## config.mk

```make
export PLATFORM = sky130hd
export DESIGN_NAME = mbx_irq_top
export DESIGN_NICKNAME = d
export VERILOG_FILES = /design/src/rtl/mbx_pkg.sv /design/src/rtl/mbx_port_dec.sv /design/src/rtl/mbx_flag.sv /design/src/rtl/mbx_irq_top.sv
export SDC_FILE = /design/constraint.sdc
export NUM_CORES = 1
export LEC_CHECK = 0
export ABC_AREA = 1
export BUFFER_PORTS_ARGS = -buffer_cell sky130_fd_sc_hd__buf_2
export CORE_AREA = 2 2 39 41
export CTS_CLUSTER_SIZE = 14
export DETAILED_ROUTE_END_ITERATION = 7
export DIE_AREA = 0 0 41 43
export PLACE_DENSITY = 0.62
export SLEW_MARGIN = 15
export SYNTH_ARGS = -nofsm -noshare
export SYNTH_HDL_FRONTEND = slang
export SYNTH_HIERARCHICAL = 1
export SYNTH_SLANG_ARGS = --single-unit
```

## constraint.sdc

```tcl
create_clock -name clk -period 0.8 [get_ports clk]
set_input_delay 0.08 -clock clk [delete_from_list [all_inputs] [get_ports clk]]
set_output_delay 0.08 -clock clk [all_outputs]
set_load 0.02 [all_outputs]
```

## src/rtl/mbx_pkg.sv

```systemverilog
package mbx_pkg;

    // Mailbox interrupt state: MB_PEND means the owner has an unread message
    typedef enum logic {
        MB_IDLE = 1'b0,
        MB_PEND = 1'b1
    } mbx_state_e;

    // Qualified actions decoded from one port in one cycle
    typedef struct packed {
        logic wr_top;   // write to the topmost word
        logic wr_next;  // write to the word just below the top
        logic rd_top;   // read of the topmost word
        logic rd_next;  // read of the word just below the top
    } port_hits_t;

endpackage

```

## src/rtl/mbx_port_dec.sv

```systemverilog
module mbx_port_dec
    import mbx_pkg::*;
#(
    parameter int ADDR_W = 13,
    parameter bit NARROW = 1'b0
) (
    input  logic              cs_n,
    input  logic              we_n,
    input  logic              oe_n,
    input  logic [ADDR_W-1:0] addr,
    input  logic              hold_n,
    output port_hits_t        hits
);

    localparam int CW = NARROW ? ADDR_W - 1 : ADDR_W;

    logic [CW-1:0] cmp;
    logic          at_top;
    logic          at_next;
    logic          go_wr;
    logic          go_rd;

    generate
        if (NARROW) begin : g_narrow
            logic unused_msb;
            assign cmp        = addr[CW-1:0];
            assign unused_msb = addr[ADDR_W-1];
        end else begin : g_full
            assign cmp = addr;
        end
    endgenerate

    assign at_top  = &cmp;
    assign at_next = (&cmp[CW-1:1]) & ~cmp[0];

    // An action needs the chip selected and the port not held off
    assign go_wr = ~cs_n & ~we_n & hold_n;
    assign go_rd = ~cs_n & we_n & ~oe_n & hold_n;

    always_comb begin
        hits.wr_top  = go_wr & at_top;
        hits.wr_next = go_wr & at_next;
        hits.rd_top  = go_rd & at_top;
        hits.rd_next = go_rd & at_next;
    end

endmodule

```

## src/rtl/mbx_flag.sv

```systemverilog
module mbx_flag
    import mbx_pkg::*;
(
    input  logic clk,
    input  logic rst_n,
    input  logic post,
    input  logic collect,
    output logic irq_n
);

    mbx_state_e state_q;
    mbx_state_e state_d;

    // Next state: post has priority over collect
    always_comb begin
        state_d = state_q;
        unique case (state_q)
            MB_IDLE: if (post)                state_d = MB_PEND;
            MB_PEND: if (collect && !post)    state_d = MB_IDLE;
            default:                          state_d = MB_IDLE;
        endcase
    end

    always_ff @(posedge clk or negedge rst_n) begin
        if (!rst_n) state_q <= MB_IDLE;
        else        state_q <= state_d;
    end

    always_comb begin
        unique case (state_q)
            MB_PEND: irq_n = 1'b0;
            default: irq_n = 1'b1;
        endcase
    end

endmodule

```

## src/rtl/mbx_irq_top.sv

```systemverilog
module mbx_irq_top
    import mbx_pkg::*;
#(
    parameter int ADDR_W = 13,
    parameter bit NARROW = 1'b0
) (
    input  logic              clk,
    input  logic              rst_n,
    input  logic              a_cs_n,
    input  logic              a_we_n,
    input  logic              a_oe_n,
    input  logic [ADDR_W-1:0] a_addr,
    input  logic              a_hold_n,
    output logic              a_irq_n,
    input  logic              b_cs_n,
    input  logic              b_we_n,
    input  logic              b_oe_n,
    input  logic [ADDR_W-1:0] b_addr,
    input  logic              b_hold_n,
    output logic              b_irq_n
);

    port_hits_t hits_a;
    port_hits_t hits_b;
    logic       unused_hits;

    mbx_port_dec #(.ADDR_W(ADDR_W), .NARROW(NARROW)) u_dec_a (
        .cs_n   (a_cs_n),
        .we_n   (a_we_n),
        .oe_n   (a_oe_n),
        .addr   (a_addr),
        .hold_n (a_hold_n),
        .hits   (hits_a)
    );

    mbx_port_dec #(.ADDR_W(ADDR_W), .NARROW(NARROW)) u_dec_b (
        .cs_n   (b_cs_n),
        .we_n   (b_we_n),
        .oe_n   (b_oe_n),
        .addr   (b_addr),
        .hold_n (b_hold_n),
        .hits   (hits_b)
    );

    // Port A's mailbox is the word below the top: B posts, A collects
    mbx_flag u_flag_a (
        .clk     (clk),
        .rst_n   (rst_n),
        .post    (hits_b.wr_next),
        .collect (hits_a.rd_next),
        .irq_n   (a_irq_n)
    );

    // Port B's mailbox is the topmost word: A posts, B collects
    mbx_flag u_flag_b (
        .clk     (clk),
        .rst_n   (rst_n),
        .post    (hits_a.wr_top),
        .collect (hits_b.rd_top),
        .irq_n   (b_irq_n)
    );

    assign unused_hits = hits_a.wr_next ^ hits_a.rd_top ^ hits_b.wr_top ^ hits_b.rd_next;

endmodule

```

# Yosys cells after proc, flatten, opt, wreduce, memory -nomap -nowiden
# Index checks and enable logic that the tools add are counted.
[op_classes] mux=8 bitwise_logic=26 n_reduce_logical=8
[ops] operator="13-bit AND reduction" count=2
[ops] operator="12-bit AND reduction" count=2
[ops] operator="1-bit AND" count=16
[ops] operator="1-bit inverter" count=10
[ops] operator="1-bit two-way mux" count=6
[ops] operator="1-bit one-hot mux with 2 select lines" count=2
[ops] operator="1-bit logical AND" count=2
[ops] operator="1-bit logical NOT" count=2
[word_totals] register_bits=2 out_inout_bits=2 word_cells=44

# Longest topological paths before layout
# Gate-level depths: netlist of the first run.
[depth] depth_word=8 ltp_mapped=9 ltp_nobuf=9

# Modules after synthesis
# The synthesis of the first run kept the hierarchy.
[modules_own_cells] mod="mbx_port_dec" instances=2 cells_each=27 area_each_um2=106.4 seq_area_each_um2=0.0
[modules_own_cells] mod="mbx_flag" instances=2 cells_each=6 area_each_um2=43.8 seq_area_each_um2=25.0

# Worst setup path before layout of the first run
# OpenSTA, ideal clock, no wires.
[synth_timing] path_type="input -> register" from="in a_addr[12]" to="reg u_flag_a.state_q" arrival_ns=0.542 t_required_ns=0.684 path_slack_ns=0.142 stages=9 n_path_buf=0 path_cell_list="nand2_1 -> inv_1 -> nand2_1 -> nor2_2 -> nand2_1 -> nor2_1 -> inv_1 -> nand2_1 -> nand2_1"
[synth_rtl] element="start, declared" line="mbx_irq_top.sv:12" source="input logic [ADDR_W-1:0] a_addr,"
[synth_rtl] element="end signal, assigned" line="mbx_flag.sv:26" source="else state_q <= state_d;"
[synth_rtl] element="end, declared" line="mbx_flag.sv:11" source="mbx_state_e state_q;"

# Worst setup path in the final report of the first run
[layout_timing] from="reg u_flag_a.state_q" to="out a_irq_n"
[layout_via] elab_chain_len=1
[layout_lines] element="1-bit two-way mux" line="mbx_flag.sv:30" source="unique case (state_q)"
[layout_lines] element="end, declared" line="mbx_irq_top.sv:14" source="output logic a_irq_n,"
# No other way between the ends.

==> run summary, run 1 <==
The cell count after synthesis is 62. The worst setup path startpoint is u_flag_a/state_q. The average instance in the mapped netlist occupies 4.60 sq um.

For this design the ratio of total power to cell area is 815 nW/um^2. For this run, design rule violations remaining after detail routing come to 0. At the end of routability-driven placement, the weighted congestion stood at 0.592. The wire length per cell is 6.33 um. The global route total overflow came out at 0. In this run the register-to-register setup slack is 0.10 ns. The worst max-slew margin expressed relative to the limit came out at 94.0%.

The maximum frequency from static timing analysis is 1.19 GHz. The clock insertion delay at the later pin of the skew report is 0.22 ns. After clock tree synthesis, the clock-pin slew on the worst setup and hold paths is 0.03 ns.

The maximum number of pins on one net before global-route repair came out at 3. The final count of pins violating max slew came to 0. After the first detailed-routing iteration, the DRC count stood at 5.

Dividing the detail-routed via count by the number of cells gives 3.77. Global routing used 10.6% of the available tracks across all layers. The x dimension of the die is 41 um. The sequential power share is 22.8%. The worst setup path is captured at an output port. The worst clock skew on the final layout came out at 0 ns. The via count of the first global-routing pass is 413. The number of nets handed over by synthesis was 98. The quantity of I/O buffers inserted on ports is 37. The tool flagged a number of max-cap violations equal to 0. The internal cell power is 0.347 mW. The worst register-to-register path begins at u_flag_a/state_q. The final reports fail on negative setup slack. The die outline area is 1760 sq um. The number of warnings reported in the yosys synthesis log is 6. The length of the first detailed-routing pass in iterations came out at 4.

The clock net in this run drives a total of 2 sinks. The final number of setup-violating endpoints came out at 2. The count of cells along the worst register-to-register path is 3. The wire length of the first global-routing pass is 1.30 mm. Of all nets on the critical path, the largest fanout is 2. The transition at the pin with the smallest max-transition slack is 0.0897 ns. The layout has 167 filler cells. The library cell used most frequently in the layout, excluding fill and tap cells, is sky130_fd_sc_hd__buf_2. CTS built an H-tree with a depth of 1.

The area of the mapped netlist is 285 sq um. The flow ran to the end, but the final reports show violations. The library cells used most frequently in the layout, excluding fill and tap cells, are sky130_fd_sc_hd__buf_2 (35), sky130_fd_sc_hd__nand2_1 (26), sky130_fd_sc_hd__inv_1 (16).

The number of antenna diodes in the final layout is 0. TritonCTS built the clock tree. The number of cell rows came out at 14. The worst setup path is launched from a register.

Final hold analysis gives a worst-case slack of 0.175 ns. The end point of the critical path is a_irq_n. In the final layout, the share of cells above drive strength 1 is 41.9%. The buffer cell driving the clock tree root is sky130_fd_sc_hd__clkbuf_4. The smallest setup slack after layout came out at -0.0427 ns. The power share of the combinational group came out at 29.2%. The routed design has 766 um of wire.

The path class of the tightest hold or removal check is in -> async. The worst setup path is of the reg -> out kind. The net total in the final layout is 143. The number of vias after detailed routing came out at 456.

Dividing the final minimum period by the clock period gives 105%. The total power after layout is 0.449 mW. The reported net switching power came out at 0.102 mW.

In this run switching power makes up 22.7% of total power. The vertical extent of the die came out at 43 um. The final antenna-violating net count came out at 0. Of the total power, the clock network draws 48.0%. The total clock buffers created by CTS is 3. In this run the standard cell core region covers 1380 sq um. The shortest period the worst path allows came out at 0.843 ns. The initial antenna violation count is 0.

The growth of design area from synthesis to finish came out at 93.0%. The end of the worst register-to-register path is u_flag_a/state_q. The initial standard-cell utilization of the core came out at 20.6%.

The post-route setup TNS is -0.0781 ns. In this run the static leakage power is 0.349 nW. The final design area excluding fillers came out at 551 sq um. The count of final hold-check violations was 0. The worst endpoint data arrival time is 0.76 ns.

The worst-case IR drop observed on VDD is 0.000280 V. Setup repair after global routing could not meet its margin everywhere. The detailed placement HPWL is 727 um. The critical path data required time is 0.72 ns.

The number of top-level pins came out at 38. Prior to clock tree synthesis, the placed netlist has a worst setup slack of 0.00462 ns. The standard cell area after detailed placement is 490 sq um. The number of buffers on the longest clock path came out at 2.
## flip-flops by register name, summed over array words and instances (netlist names)
name / flops
u_flag_a/state_q: 1
u_flag_b/state_q: 1
## power groups by stage
stage | logic, mW | clock network [mW] | registers [mW]
3_5_place_dp | 0.129 | 0 | 0.103
3_3_place_gp | 0.124 | 0 | 0.103
6_report | 0.131 | 0.215 | 0.102
5_1_grt | 0.153 | 0.237 | 0.102
2_1_floorplan | 0.0363 | 0 | 0.103
4_1_cts | 0.134 | 0.229 | 0.102
## what timing repair did
item,CTS,global route
gates cloned,0,0
resized for setup,4,0
setup endpoints to repair,2,2
hold buffers,1,0
buffers inserted,2,0
hold endpoints to repair,2,0
## cell type report
cell class,count,area (sq um),area share (%)
Sequential cell,2,50.0,9.09
Timing Repair Buffer,40,223,40.5
Multi-Input combinational cell,44,175,31.8
Tap cell,16,20.0,3.64
Clock buffer,3,22.5,4.09
Inverter,16,60.1,10.9
## per-stage QoR
step	util (%)	instances
after floorplan	-	62
after global placement	35.4	115
after detailed placement	35.4	115
after CTS	39.8	121
after global routing	39.8	121
final	39.8	121
## how the worst min path moves through the flow
stage / slack [ns] / startpoint / depth (start not counted) / end
after floorplan: -0.22 / rst_n / 0 / u_flag_a/state_q
after global placement: -0.13 / rst_n / 1 / u_flag_b/state_q
after detailed placement: -0.13 / rst_n / 1 / u_flag_b/state_q
after CTS: 0.17 / rst_n / 2 / u_flag_b/state_q
after global routing: 0.19 / a_hold_n / 5 / u_flag_b/state_q
final: 0.18 / rst_n / 2 / u_flag_b/state_q
## routing by layer
| layer | track usage (%) | up-vias | part of all wire, % |
|---|---|---|---|
| met3 | 1.57 | 0 | 8.6 |
| met5 | 0 | - | 0 |
| met4 | 7.33 | 0 | 0 |
| met1 | 10.2 | 181 | 34 |
| li1 | - | 260 | - |
| met2 | 18.8 | 15 | 57 |
## worst max-delay path, stage by stage (launching register included)
cell and delay, ns:
sky130_fd_sc_hd__dfrtp_1 0.36, sky130_fd_sc_hd__inv_1 0.07, sky130_fd_sc_hd__buf_6 0.11
Note: power is estimated with default switching activity, not from simulation.
==> inputs of run 2 (changes only) <==
--- a/config.mk
+++ b/config.mk
@@ -7,11 +7,14 @@
 export LEC_CHECK = 0
 export ABC_AREA = 1
 export BUFFER_PORTS_ARGS = -buffer_cell sky130_fd_sc_hd__buf_2
-export CORE_AREA = 2 2 39 41
+export CAP_MARGIN = 20
+export CELL_PAD_IN_SITES_DETAIL_PLACEMENT = 2
+export CELL_PAD_IN_SITES_GLOBAL_PLACEMENT = 2
+export CORE_MARGIN = 2
+export CORE_UTILIZATION = 10
 export CTS_CLUSTER_SIZE = 14
 export DETAILED_ROUTE_END_ITERATION = 7
-export DIE_AREA = 0 0 41 43
-export PLACE_DENSITY = 0.62
+export PLACE_DENSITY = 0.72
 export SLEW_MARGIN = 15
 export SYNTH_ARGS = -nofsm -noshare
 export SYNTH_HDL_FRONTEND = slang
==> run summary, run 2 (synthesized netlist as in run 1, its figures left out) <==
The flow ran to the end, but the final reports show violations. The checks that failed: negative setup slack. The count of final hold-check violations came to 0 (unchanged).

The initial standard-cell utilization of the core was 10.4% (-10 points). The worst endpoint data arrival time came out at 0.77 ns (about the same). The smallest setup slack after layout came out at -0.0453 ns (-0.00256 ns).

The transition at the pin with the smallest max-transition slack came to 0.125 ns (+0.0356 ns). The maximum number of pins on one net before global-route repair is 3 (unchanged). The clock-pin slew on the worst setup and hold paths is 0.03 ns (about the same). The maximum frequency from static timing analysis is 1.18 GHz (-0.30%).

The routability congestion estimate came to 0.629 (+6.2%). The shortest period the worst path allows is 0.845 ns (+0.00256 ns). The wire length of the first global-routing pass is 2.03 mm (+56%). The peak fanout along the critical path came to 2 (unchanged). The length of the first detailed-routing pass in iterations is 2 (-2). The post-route fraction of the period consumed by the critical path came out at 106% (+0.32 points). The largest registers in the layout are u_flag_a/state_q: 1 flops, u_flag_b/state_q: 1 flops. The residual DRC count came to 0 (unchanged).

The clock sink count is 2 (unchanged). The clock insertion delay at the later pin of the skew report is 0.22 ns (about the same). The total inserted antenna cells came out at 0 (unchanged).

The vertical extent of the die is 57.4 um (+34%). Setup repair after global routing could not meet its margin everywhere. The quantity of I/O buffers inserted on ports came out at 37 (unchanged). The worst setup path is of the reg -> out kind. The DRC marker count from the first detailed-route iteration is 3 (-2). The growth of design area from synthesis to finish came out at 99.6%. The initial antenna violation count came to 0 (unchanged). The share of final-layout standard cells stronger than drive strength 1 was 43.8% (+1.9 points). The total clock buffers created by CTS is 3 (unchanged).

The sequential cell area was 50.0 sq um (unchanged). The library cell used most frequently in the layout, excluding fill and tap cells, is sky130_fd_sc_hd__buf_2. The detailed placement HPWL is 1.14 mm (+56%). The final core utilization is 20.8% (-19 points). The die outline area was 3300 sq um (+87%). The final antenna-violating net count came out at 0 (unchanged). The number of fill cells in the layout came out at 353 (+110%).

In the layout the commonest cells are sky130_fd_sc_hd__buf_2 (35), sky130_fd_sc_hd__nand2_1 (26), sky130_fd_sc_hd__inv_1 (14). The standard cell core area is 2730 sq um (+98%). The number of cell rows is 19 (+5). The worst setup path is captured at an output port. The post-route setup TNS is -0.0854 ns (-0.00729 ns). The total length of routed wires is 1.24 mm (+62%).

The x dimension of the die is 57.4 um (+40%). The min-delay analysis places its worst path in the category in -> async. The via count normalized by instance count is 3.70 (-1.9%). The wire length per cell was 9.13 um (+44%). The multi-input combinational cell area came out at 175 sq um (unchanged). The root buffer cell chosen for the clock tree is sky130_fd_sc_hd__clkbuf_4.

The static leakage is 0.349 nW (+0.20%). The worst max-slew margin expressed relative to the limit is 91.6% (-2.4 points). The minimum setup slack after placement is -0.0646 ns (-0.0692 ns). TritonCTS built the clock tree.

The final count of pins violating max slew is 0 (unchanged). The number of vias after detailed routing is 503 (+10%). The number of top-level pins is 38 (unchanged).

The sort of element at the start of the critical path is a register. The maximum vdd drop is 0.000230 V (-18%). The H-tree depth came out at 1 (unchanged). The global route total overflow is 0 (unchanged). The worst hold slack across all endpoints came out at 0.172 ns (-0.00388 ns). The final number of setup-violating endpoints is 2 (unchanged).

The total track usage is 8.04% (-2.6 points). The worst clock skew on the final layout came out at 0 ns (unchanged). The number of buffers on the longest clock path was 2 (unchanged).

The max-cap check violation count is 0 (unchanged). The via count of the first global-routing pass came out at 538 (+30%). The net total in the final layout is 143 (unchanged). The power per standard cell area came out at 816 nW/um^2 (+0.12%). The critical path data required time came out at 0.72 ns (about the same).
## run 2: worst paths after layout
path / end / startpoint / slack, ns / cells past startpoint
worst min register to register: u_flag_b/state_q / u_flag_b/state_q / 0.59 / 3
min in group clk: u_flag_b/state_q / a_hold_n / 0.18 / 5
worst max register to register: u_flag_a/state_q / u_flag_a/state_q / 0.07 / 3
max in group asynchronous: u_flag_b/state_q / rst_n / 0.53 / 2
worst max-delay path: a_irq_n / u_flag_a/state_q / -0.05 / 2
worst min-delay path: u_flag_a/state_q / rst_n / 0.17 / 2
## run 2: repair_timing
| action | in CTS | in global routing |
|---|---|---|
| resized for setup | 4 | 2 |
| hold buffers | 1 | 0 |
| setup buffers | 1 | 1 |
| cloned | 0 | 0 |
| endpoints found under the hold margin | 2 | 0 |
| setup endpoints to repair | 2 | 2 |
## run 2: area by class of cell
type,instances,area share (%)
clock buffers,3,3.96
inverters,16,10.5
multi-input cells,44,30.8
flip-flops and latches,2,8.79
well taps,31,6.81
repair buffers,40,39.1
## run 2: critical path: stages (launching register included)
cell	delay, ns
sky130_fd_sc_hd__dfrtp_1	0.38
sky130_fd_sc_hd__inv_2	0.06
sky130_fd_sc_hd__buf_6	0.10
## run 2: routing by layer
layer	vias up	routed length [um]	GRT usage, %
met5	-	0	0
met4	0	0	2.99
met3	0	67	2.27
met2	13	784	16.7
met1	230	390	6.97
li1	260	-	-
## run 2: power breakdown
part	switching, mW	internal (mW)	total (mW)
sequential	0.0000887	0.102	0.102
clock	0.0594	0.166	0.225
combinational	0.0573	0.0800	0.137
## run 2: stage by stage
step           cell area [sq um]  total power [mW]  cells
3_5_place_dp                 509             0.239    130
2_1_floorplan                285             0.140     62
3_3_place_gp                 509             0.229    130
6_report                     569             0.464    136
5_1_grt                      569             0.504    136
4_1_cts                      562             0.480    135
==> inputs of run 3 (changes only) <==
--- a/config.mk
+++ b/config.mk
@@ -11,10 +11,10 @@
 export CELL_PAD_IN_SITES_DETAIL_PLACEMENT = 2
 export CELL_PAD_IN_SITES_GLOBAL_PLACEMENT = 2
 export CORE_MARGIN = 2
-export CORE_UTILIZATION = 10
+export CORE_UTILIZATION = 11
 export CTS_CLUSTER_SIZE = 14
 export DETAILED_ROUTE_END_ITERATION = 7
-export PLACE_DENSITY = 0.72
+export PLACE_DENSITY = 0.78
 export SLEW_MARGIN = 15
 export SYNTH_ARGS = -nofsm -noshare
 export SYNTH_HDL_FRONTEND = slang
==> constraint.sdc (replaced) <==
create_clock -name clk -period 1.09 [get_ports clk]
set_input_delay 0.109 -clock clk [delete_from_list [all_inputs] [get_ports clk]]
set_output_delay 0.109 -clock clk [all_outputs]
set_load 0.02 [all_outputs]
==> run summary, run 3 (synthesized netlist as in run 1, its figures left out) <==
The run finished with clean final reports. The number of vias after detailed routing came out at 495 (-1.6%). The routability congestion estimate is 0.564 (-10%). The total length of routed wires came to 1.18 mm (-5.3%). The via count normalized by instance count is 3.72 (+0.63%).

The max-cap check violation count is 0 (unchanged). The number of top-level pins came out at 38 (unchanged). The total inserted antenna cells came out at 0 (unchanged). In this run the worst setup path begins at u_flag_a/state_q. The combined buffer and inverter count along the critical path is 2 (unchanged). The vertical extent of the die came out at 54.9 um (-4.3%). The global route total overflow was 0 (unchanged).

The worst max-slew margin expressed relative to the limit was 93.5% (+1.8 points). The critical path data required time is 0.98 ns (+0.26 ns). The minimum setup slack after placement is 0.214 ns (+0.278 ns). The delay of the slowest cell on the worst path is 0.38 ns (about the same). The net total in the final layout came out at 141 (-1.4%). The residual DRC count came to 0 (unchanged). The source of the worst register-to-register timing path is u_flag_a/state_q. The final number of setup-violating endpoints came to 0 (-2).

The shortest period the worst path allows came out at 0.918 ns. The peak fanout along the critical path came to 2 (unchanged). The detailed placement HPWL came out at 1.10 mm (-3.6%).

The worst setup path is launched from a register. The critical path is of the reg -> out type. Traced cell by cell, the critical path runs through inv_1 > buf_2. The via count of the first global-routing pass came out at 547 (+1.7%). The wire length on met1 came out at 356 um (-8.7%). The library cells used most frequently in the layout, excluding fill and tap cells, are sky130_fd_sc_hd__buf_2 (37), sky130_fd_sc_hd__nand2_1 (26), sky130_fd_sc_hd__inv_1 (16). The x dimension of the die is 54.9 um (-4.3%).

The final count of pins violating max slew came out at 0 (unchanged). The maximum number of pins on one net before global-route repair came out at 3 (unchanged). The setup fix buffers added after clock tree synthesis is 0 (-1). The worst endpoint data arrival time is 0.81 ns (+0.04 ns). The share of final-layout standard cells stronger than drive strength 1 came to 40.8% (-3.0 points).

The final critical path takes up 84.2% of the cycle. The clock sink count came out at 2 (unchanged). The count of final hold-check violations is 0 (unchanged). The H-tree depth came out at 1 (unchanged). The slowest stage of the critical path is the sky130_fd_sc_hd__dfrtp_1 cell.

The maximum vdd drop is 0.000144 V (-37%). Compared with the post-synthesis result, the final layout area differs by 89.5%. The number of cell rows is 18 (-1). The die outline area came out at 3020 sq um (-8.5%).

The clock tree from TritonCTS is done. The wire length on met3 is 52 um (-22%). The final antenna-violating net count came out at 0 (unchanged).

The DRC marker count from the first detailed-route iteration came out at 0 (-3). The standard cell core area came out at 2480 sq um (-9.4%). The worst clock skew on the final layout is 0 ns (unchanged). The quantity of I/O buffers inserted on ports was 37 (unchanged). The length of the first detailed-routing pass in iterations came out at 1 (-1).

The total track usage is 8.97% (+0.93 points). The maximum frequency from static timing analysis came out at 1.09 GHz. The buffer cell driving the clock tree root is sky130_fd_sc_hd__clkbuf_4. The clock-pin slew on the worst setup and hold paths is 0.03 ns (about the same). The number of fill cells in the layout came to 345 (-2.3%). The post-route setup TNS is 0 ns (+0.0854 ns). The clock insertion delay at the later pin of the skew report came to 0.22 ns (about the same). The power per standard cell area is 626 nW/um^2 (-23%).

The family of cells with the greatest summed delay on the critical path is flip-flops. In this run the top signal layer used is met3. The smallest setup slack after layout came to 0.172 ns (+0.218 ns). The number of buffers on the longest clock path came to 2 (unchanged).

The transition at the pin with the smallest max-transition slack came out at 0.0979 ns (-0.0274 ns). The initial antenna violation count came out at 0 (unchanged). The initial standard-cell utilization of the core is 11.5% (+1.1 points). The wire length of the first global-routing pass is 1.91 mm (-5.8%). The met2 routed wirelength came out at 768 um (-2.0%). The largest registers in the layout are u_flag_a/state_q: 1 flops, u_flag_b/state_q: 1 flops. The static leakage is 0.330 nW (-5.4%). The final core utilization came out at 21.8% (+0.99 points). Leaving out fill and tap cells, the most frequent cell in the layout is sky130_fd_sc_hd__buf_2. The kind of end point of the critical path is an output port. The total clock buffers created by CTS came out at 3 (unchanged). In this run the worst hold path is classified as in -> async. The wire length per cell is 8.84 um (-3.2%). Setup repair after global routing left no endpoint under its margin.
run 3: cell count changes in the layout (fill, tap and decap cells not counted), sizes merged:
cell | previous run | this run
buf | 39 | 37
run 3: per-stage QoR:
stage	instances	power [mW]	instance area (sq um)	hold WS, ns
2_1_floorplan	62	0.102	285	-0.187
3_3_place_gp	129	0.168	508	-0.104
3_5_place_dp	129	0.175	508	-0.0985
4_1_cts	133	0.352	541	0.194
5_1_grt	133	0.373	541	0.219
6_report	133	0.338	541	0.206
run 3: layout make-up:
cell class | count | area, sq um | area share [%]
sequential | 2 | 50.0 | 9.26
timing repair buffer | 38 | 195 | 36.1
inverter | 16 | 60.1 | 11.1
clock buffer | 3 | 22.5 | 4.17
multi-input combinational | 44 | 175 | 32.4
tap | 30 | 37.5 | 6.94
run 3: worst paths after layout:
check | depth (start not counted) | slack, ns | end
setup / recovery | 2 | 0.17 | a_irq_n
min in group clk | 5 | 0.23 | u_flag_b/state_q
setup reg to reg | 2 | 0.47 | u_flag_a/state_q
max in group asynchronous | 2 | 0.78 | u_flag_b/state_q
hold reg to reg | 2 | 0.46 | u_flag_b/state_q
hold / removal | 2 | 0.21 | u_flag_a/state_q
run 3: repair_timing:
| item | CTS | global route |
|---|---|---|
| hold endpoints to repair | 2 | 0 |
| resized for setup | 0 | 0 |
| hold buffers | 1 | 0 |
| endpoints found under the setup margin | 0 | 0 |
run 3: routing by layer:
metal	GRT usage (%)	up-vias
li1	-	257
met1	7.33	228
met2	18.7	10
met3	1.61	0
met4	6.10	0
met5	0	-
run 3: power breakdown:
| group | switching (mW) | internal (mW) |
|---|---|---|
| Clock | 0.0416 | 0.121 |
| Sequential | 0.0000530 | 0.0749 |
| Combinational | 0.0417 | 0.0585 |
